**src/rtl/rxd_pkg.sv**
```systemverilog
`timescale 1ns/1ps
package rxd_pkg;
    localparam int DLY_W  = 5;
    localparam int OFS_W  = 2;
    localparam int TUNE_W = 4;
    localparam int SUM_W  = DLY_W + 2;
    localparam int PROD_W = TUNE_W + DLY_W;

    localparam logic [1:0] MAP_DIRECT  = 2'd0;
    localparam logic [1:0] MAP_STRETCH = 2'd2;
    localparam logic [1:0] POL_WRAP    = 2'd0;
    localparam logic [1:0] POL_CLAMP   = 2'd1;

    typedef struct packed {
        logic [TUNE_W-1:0] tune;
        logic [DLY_W-1:0]  actual;
        logic              fail;
        logic              updated;
    } rxd_state_t;
endpackage

```
**src/rtl/rxd_tune_map.sv**
```systemverilog
`timescale 1ns/1ps
module rxd_tune_map
    import rxd_pkg::*;
(
    input  logic [TUNE_W-1:0] tune,
    input  logic [DLY_W-1:0]  steps,
    input  logic [1:0]        mode,
    output logic [SUM_W-1:0]  contrib
);
    logic [PROD_W-1:0] prod;

    always_comb begin
        prod = {{DLY_W{1'b0}}, tune} * {{TUNE_W{1'b0}}, steps};
        case (mode)
            MAP_DIRECT:  contrib = SUM_W'(tune);
            MAP_STRETCH: contrib = SUM_W'(prod >> TUNE_W);
            default:     contrib = '0;
        endcase
    end
endmodule

```
**src/rtl/rxd_overflow.sv**
```systemverilog
`timescale 1ns/1ps
module rxd_overflow
    import rxd_pkg::*;
(
    input  logic [SUM_W-1:0] raw,
    input  logic [DLY_W-1:0] steps,
    input  logic [1:0]       policy,
    output logic [DLY_W-1:0] result,
    output logic             fail_evt
);
    logic [SUM_W-1:0] steps_ext;
    logic [SUM_W-1:0] wrapped;
    logic             over;

    always_comb begin
        steps_ext = SUM_W'(steps);
        over      = (raw >= steps_ext);
        wrapped   = (steps_ext != '0) ? (raw % steps_ext) : '0;
        fail_evt  = 1'b0;
        result    = raw[DLY_W-1:0];
        if (over) begin
            case (policy)
                POL_WRAP:  result = wrapped[DLY_W-1:0];
                POL_CLAMP: result = steps - 1'b1;
                default: begin
                    result   = '0;
                    fail_evt = 1'b1;
                end
            endcase
        end
    end
endmodule

```
**src/rtl/rx_sample_delay.sv**
```systemverilog
`timescale 1ns/1ps
module rx_sample_delay
    import rxd_pkg::*;
(
    input  logic              clk,
    input  logic              rst_n,
    input  logic [DLY_W-1:0]  steps_per_cycle,
    input  logic [1:0]        map_mode,
    input  logic [1:0]        ovf_policy,
    input  logic [DLY_W-1:0]  base_delay,
    input  logic [OFS_W-1:0]  offset,
    input  logic [TUNE_W-1:0] tune_sel,
    input  logic              tune_upd,
    input  logic              bypass,
    input  logic              fail_clr,
    output logic [DLY_W-1:0]  actual_delay,
    output logic              fail_actual,
    output logic              delay_updated
);
    rxd_state_t        st_d, st_q;
    logic [TUNE_W-1:0] tune_eff;
    logic [SUM_W-1:0]  contrib;
    logic [SUM_W-1:0]  raw_sum;
    logic [DLY_W-1:0]  mapped;
    logic              fail_evt;

    assign tune_eff = tune_upd ? tune_sel : st_q.tune;
    assign raw_sum  = SUM_W'(base_delay) + SUM_W'(offset) + contrib;

    rxd_tune_map u_map (
        .tune    (tune_eff),
        .steps   (steps_per_cycle),
        .mode    (map_mode),
        .contrib (contrib)
    );

    rxd_overflow u_ovf (
        .raw      (raw_sum),
        .steps    (steps_per_cycle),
        .policy   (ovf_policy),
        .result   (mapped),
        .fail_evt (fail_evt)
    );

    always_comb begin
        st_d      = st_q;
        st_d.tune = tune_eff;
        st_d.fail = (st_q.fail & ~fail_clr) | (fail_evt & ~bypass);
        if (bypass)
            st_d.actual = '0;
        else if (!st_d.fail)
            st_d.actual = mapped;
        st_d.updated = tune_upd & ~st_d.fail;
    end

    always_ff @(posedge clk) begin
        if (!rst_n) st_q <= '0;
        else        st_q <= st_d;
    end

    assign actual_delay  = st_q.actual;
    assign fail_actual   = st_q.fail;
    assign delay_updated = st_q.updated;


    bypass_zero_chk: assert property (@(posedge clk) disable iff (!rst_n)
        bypass |=> (actual_delay == '0));

    fail_sticky_chk: assert property (@(posedge clk) disable iff (!rst_n)
        (fail_actual && !fail_clr) |=> fail_actual);

    fail_hold_chk: assert property (@(posedge clk) disable iff (!rst_n)
        (fail_actual && !fail_clr && !bypass) |=> $stable(actual_delay));

    upd_src_chk: assert property (@(posedge clk) disable iff (!rst_n)
        delay_updated |-> $past(tune_upd));

    in_range_chk: assert property (@(posedge clk) disable iff (!rst_n)
        (!ovf_policy[1] && (!fail_actual || fail_clr)) |=>
            (actual_delay < $past(steps_per_cycle)));
endmodule

```
**config.mk**
```make
export PLATFORM = sky130hd
export DESIGN_NAME = rx_sample_delay
export DESIGN_NICKNAME = d
export VERILOG_FILES = /design/src/rtl/rxd_pkg.sv /design/src/rtl/rxd_tune_map.sv /design/src/rtl/rxd_overflow.sv /design/src/rtl/rx_sample_delay.sv
export SDC_FILE = /design/constraint.sdc
export NUM_CORES = 1
export LEC_CHECK = 0
export ABC_CLOCK_PERIOD_IN_PS = 35900
export BUFFER_PORTS_ARGS = -buffer_cell sky130_fd_sc_hd__buf_2
export CAP_MARGIN = 20
export CORE_UTILIZATION = 40
export CTS_BUF_LIST = sky130_fd_sc_hd__clkbuf_4 sky130_fd_sc_hd__clkbuf_8
export DETAILED_ROUTE_END_ITERATION = 8
export SLEW_MARGIN = 20
export SYNTH_ARGS = -nofsm -noshare
export SYNTH_HDL_FRONTEND = slang
export SYNTH_HIERARCHICAL = 1
export SYNTH_SLANG_ARGS = --single-unit
```
**constraint.sdc**
```tcl
create_clock -name clk -period 35.9 [get_ports clk]
set_clock_uncertainty 0.15 [all_clocks]
set_input_delay 7.18 -clock clk [delete_from_list [all_inputs] [get_ports clk]]
set_output_delay 7.18 -clock clk [all_outputs]
set_load 0.02 [all_outputs]
```
==> metrics.txt <==
# TYPE chip_impl_metric gauge
chip_impl_info{name="status",value="complete, no violations"} 1
chip_impl_metric{name="timing.final.ws_setup",unit="ps"} 14380
chip_impl_metric{name="final_estimated_routing_congestion_in_global_placement",unit=""} 0.831
chip_impl_metric{name="synth_seq_area_share",unit=""} 0.0721
chip_impl_metric{name="timing.final.crit_share",unit=""} 0.599
chip_impl_info{name="min-delay-start",value="actual_delay[2]$_SDFFE_PP0N_"} 1
chip_impl_metric{name="tritoncts_num_sinks",unit=""} 11
chip_impl_info{name="rsz0062_at_grt",value="false"} 1
chip_impl_metric{name="route.antenna.remaining_nets",unit=""} 0
chip_impl_info{name="cts_tree",value="built"} 1
chip_impl_metric{name="clock_tree.buffer_depth",unit=""} 2
chip_impl_info{name="startpoint_type",value="input pin"} 1
chip_impl_metric{name="synth-async-reset-ratio",unit=""} 0
chip_impl_metric{name="post-route-drc-count",unit=""} 0
chip_impl_metric{name="detailedPlacementHpwl",unit="um"} 5560
chip_impl_info{name="root_buffer",value="clkbuf_8"} 1
chip_impl_metric{name="worst_max_slew_pin_slew",unit="ps"} 557
chip_impl_metric{name="synth_seq_cells",unit=""} 11
chip_impl_info{name="critical_path.slowest_cell",value="fa_1"} 1
chip_impl_metric{name="final.min_clock_period",unit="ps"} 21520
chip_impl_info{name="timing.hold.worst.class",value="reg -> reg"} 1
chip_impl_metric{name="dp_worst_setup_slack",unit="ps"} 14200
chip_impl_metric{name="core_ar",unit="sq um"} 7330
chip_impl_metric{name="cts.htree.levels",unit=""} 1
chip_impl_metric{name="postCtsSetupBuffers",unit=""} 0
chip_impl_metric{name="critPathMaxStageDelay",unit="ps"} 530
chip_impl_metric{name="vdd.ir_drop.worst",unit="mV"} 0.0335
chip_impl_metric{name="hold-path-cell-count",unit=""} 2
chip_impl_metric{name="worst-r2r-cell-count",unit=""} 56
chip_impl_metric{name="timing_max_transition_violations_final",unit=""} 0
chip_impl_metric{name="post_cts_hold_buffer_count",unit=""} 0
chip_impl_metric{name="worst-endpoint-required",unit="ps"} 35920
chip_impl_info{name="rr_endpoint",value="actual_delay[1]$_SDFFE_PP0N_"} 1
chip_impl_metric{name="largest_net_degree_at_the_start_of_global_routing",unit=""} 14
chip_impl_metric{name="slew_headroom",unit=""} 0.628
chip_impl_metric{name="starting_utilization_of_the_core_area",unit=""} 0.416
chip_impl_metric{name="grt_first_pass_wirelength",unit="um"} 11200
chip_impl_metric{name="design.die.area",unit="sq um"} 7990
chip_impl_metric{name="final.setup.tns",unit="ps"} 0
chip_impl_info{name="highest_layer",value="met3"} 1
chip_impl_metric{name="cts-buffers-inserted",unit=""} 3
chip_impl_metric{name="synthesized_instance_count",unit=""} 373
chip_impl_metric{name="route.met2.wl",unit="um"} 3030
chip_impl_metric{name="pwr_density_cell",unit="nW/um^2"} 68.1
chip_impl_metric{name="detail_route.wirelength",unit="um"} 6860
chip_impl_metric{name="vert_die_dim",unit="um"} 89.4
chip_impl_info{name="end_kind",value="flip-flop"} 1
chip_impl_metric{name="final_net_count",unit=""} 481
chip_impl_metric{name="synth.avg_cell_area",unit="sq um"} 8.18
chip_impl_metric{name="final_layout_size_suffix_gt1_frac",unit=""} 0.172
chip_impl_metric{name="grt_util_all_layers",unit=""} 0.176
chip_impl_info{name="worst_setup_path_category",value="in -> reg"} 1
chip_impl_metric{name="maxCapViolCount",unit=""} 0
chip_impl_metric{name="cts_repair_resize_count",unit=""} 0
chip_impl_info{name="worstHoldEndpoint",value="actual_delay[2]$_SDFFE_PP0N_"} 1
chip_impl_metric{name="maxClockFrequency",unit="MHz"} 46.5
chip_impl_metric{name="routed_via_density",unit=""} 5.45
chip_impl_metric{name="drt-wirelength-per-cell",unit="um"} 13.9
chip_impl_metric{name="insertedDiodeCount",unit=""} 0
chip_impl_metric{name="layout-area-overhead-vs-synth",unit="%"} 7.75
chip_impl_metric{name="synth_edf_count",unit=""} 0
chip_impl_metric{name="worstPathMaxFanout",unit=""} 7
chip_impl_metric{name="regToRegSetupSlack",unit="ps"} 21260
chip_impl_metric{name="dieWidth",unit="um"} 89.4
chip_impl_metric{name="setup-violations-final",unit=""} 0
chip_impl_info{name="r2r_start",value="st_q[10]$_SDFF_PN0_"} 1
chip_impl_metric{name="dr_pass1_iterations",unit=""} 4
chip_impl_metric{name="critical_path_arrival",unit="ps"} 21540
chip_impl_metric{name="drt_iter0_markers",unit=""} 91
chip_impl_metric{name="detailroute.via_count",unit=""} 2694
chip_impl_metric{name="antenna_violations_before_repair",unit=""} 0
chip_impl_metric{name="met1Wirelength",unit="um"} 3690
chip_impl_metric{name="num_io_pins",unit=""} 32
chip_impl_metric{name="ys_types",unit=""} 70
chip_impl_metric{name="standard_cell_rows",unit=""} 31
chip_impl_metric{name="met3WireLength",unit="um"} 140
chip_impl_metric{name="timing.final.hold_violations",unit=""} 0
chip_impl_metric{name="grt_pass1_vias",unit=""} 2407
chip_impl_info{name="synth_top_flop_cell",value="dfxtp_1"} 1
chip_impl_metric{name="leakagePower",unit="nW"} 1.55
chip_impl_metric{name="yosysWarningCount",unit=""} 6
chip_impl_metric{name="syn_area",unit="sq um"} 3050
chip_impl_metric{name="clkLatencyLatePin",unit="ps"} 240
chip_impl_info{name="critical_path.most_common_cell",value="ha_1"} 1
chip_impl_metric{name="grt.overflow.total",unit=""} 0
chip_impl_metric{name="count_of_port_buffers_added_during_placement",unit=""} 31
chip_impl_metric{name="clk_pin_slew",unit="ps"} 50
[state kept, by name (all words and copies together) (netlist names)]
register and flops:
actual_delay 5, delay_updated 1, st_q 4, fail_actual 1
[cell type report]
cell class	instances	area [sq um]
clock buffers	4	48.8
multi-input cells	323	2640
fillers	726	4040
flip-flops and latches	11	220
repair buffers	31	155
well taps	99	124
inverters	26	97.6
[synthesized netlist by cell type, types with 2 or more instances]
cell type	count	area share
o21a_1	12	0.030
a31oi_1	5	0.010
dfxtp_1	11	0.072
nand4_2	2	0.0082
xor2_1	3	0.0086
o21ai_0	22	0.036
or2b_1	2	0.0049
buf_4	7	0.017
mux2i_1	10	0.033
nor2b_1	9	0.018
or2b_2	2	0.0057
and2_2	2	0.0049
and3_1	3	0.0061
and2_1	15	0.031
ha_1	51	0.21
a211o_1	2	0.0057
buf_6	2	0.0074
and4_1	2	0.0057
or3b_1	5	0.014
or4_1	2	0.0049
nand3_1	7	0.011
inv_1	26	0.032
nand2_1	16	0.020
fa_1	9	0.059
or3_1	4	0.0082
clkbuf_1	4	0.0049
nor2_1	26	0.032
o221a_2	2	0.0074
a211oi_1	3	0.0074
mux2_2	11	0.041
a21oi_1	25	0.041
nand2b_1	7	0.014
xnor2_1	12	0.034
o211ai_1	2	0.0049
a21o_1	7	0.017
o221ai_1	2	0.0057
nor3b_1	2	0.0049
nor3_1	6	0.0098
o211a_1	2	0.0066
[report_power, final]
part	switching (W)	total (W)	internal (W)
combinational	0.000102	0.000197	0.0000948
sequential	0.000000572	0.0000143	0.0000138
clock	0.00000460	0.0000132	0.00000855
total	0.000107	0.000224	0.000117
[cell usage in the layout, fill, tap and decap left out, types with 10 or more instances in the layout]
cell type  count
o21ai_0       22
dfxtp_1       11
mux2_2        11
a21oi_1       25
buf_2         31
mux2i_1       10
ha_1          51
o21a_1        12
inv_1         26
nor2_1        26
xnor2_1       12
nand2_1       16
and2_1        15
[routing by layer]
metal  track usage  up-vias
met1         0.259     1260
met2         0.289       29
met4        0.0130        0
met3        0.0166        0
met5             0        -
li1              -     1405
[worst max-delay path by stage]
stage	startpoint	end	slack, ps
after floorplan	tune_upd	actual_delay[4]$_SDFFE_PP0N_	15480
after global placement	tune_upd	actual_delay[3]$_SDFFE_PP0N_	14380
after global routing	tune_upd	actual_delay[1]$_SDFFE_PP0N_	13440
after detailed placement	tune_upd	actual_delay[1]$_SDFFE_PP0N_	14200
final	tune_upd	actual_delay[1]$_SDFFE_PP0N_	14380
after CTS	tune_upd	actual_delay[1]$_SDFFE_PP0N_	14430
[worst max-delay path: cells and delay by family]
family	cells	cell delay [ps]
mux	7	2270
simple gates	10	2510
compound gates	23	5040
fa+ha+maj	12	4150
buf+inv	5	350
[cells by family after synthesis]
| kind of cell | after synthesis | synth area share |
|---|---|---|
| and+or+nand+nor | 120 | 0.227 |
| AOI/OAI and AO/OA | 104 | 0.247 |
| adders and majority gates | 60 | 0.268 |
| buffers and inverters | 40 | 0.0631 |
| muxes | 22 | 0.0783 |
| xor gates and xnor gates | 15 | 0.0430 |
| DFF | 11 | 0.0721 |
| other | 1 | 0.00123 |
[metrics by stage]
step	power (W)	util	cell area, sq um	instances	hold WS [ps]
6_report	0.000224	0.449	3290	494	324
5_1_grt	0.000249	0.449	3290	494	347
4_1_cts	0.000224	0.449	3290	494	326
3_5_place_dp	0.000209	0.442	3240	490	320
3_3_place_gp	0.000208	0.442	3240	490	316
2_1_floorplan	0.000178	-	3060	374	304
No activity file was read; power rests on OpenSTA's default activity.
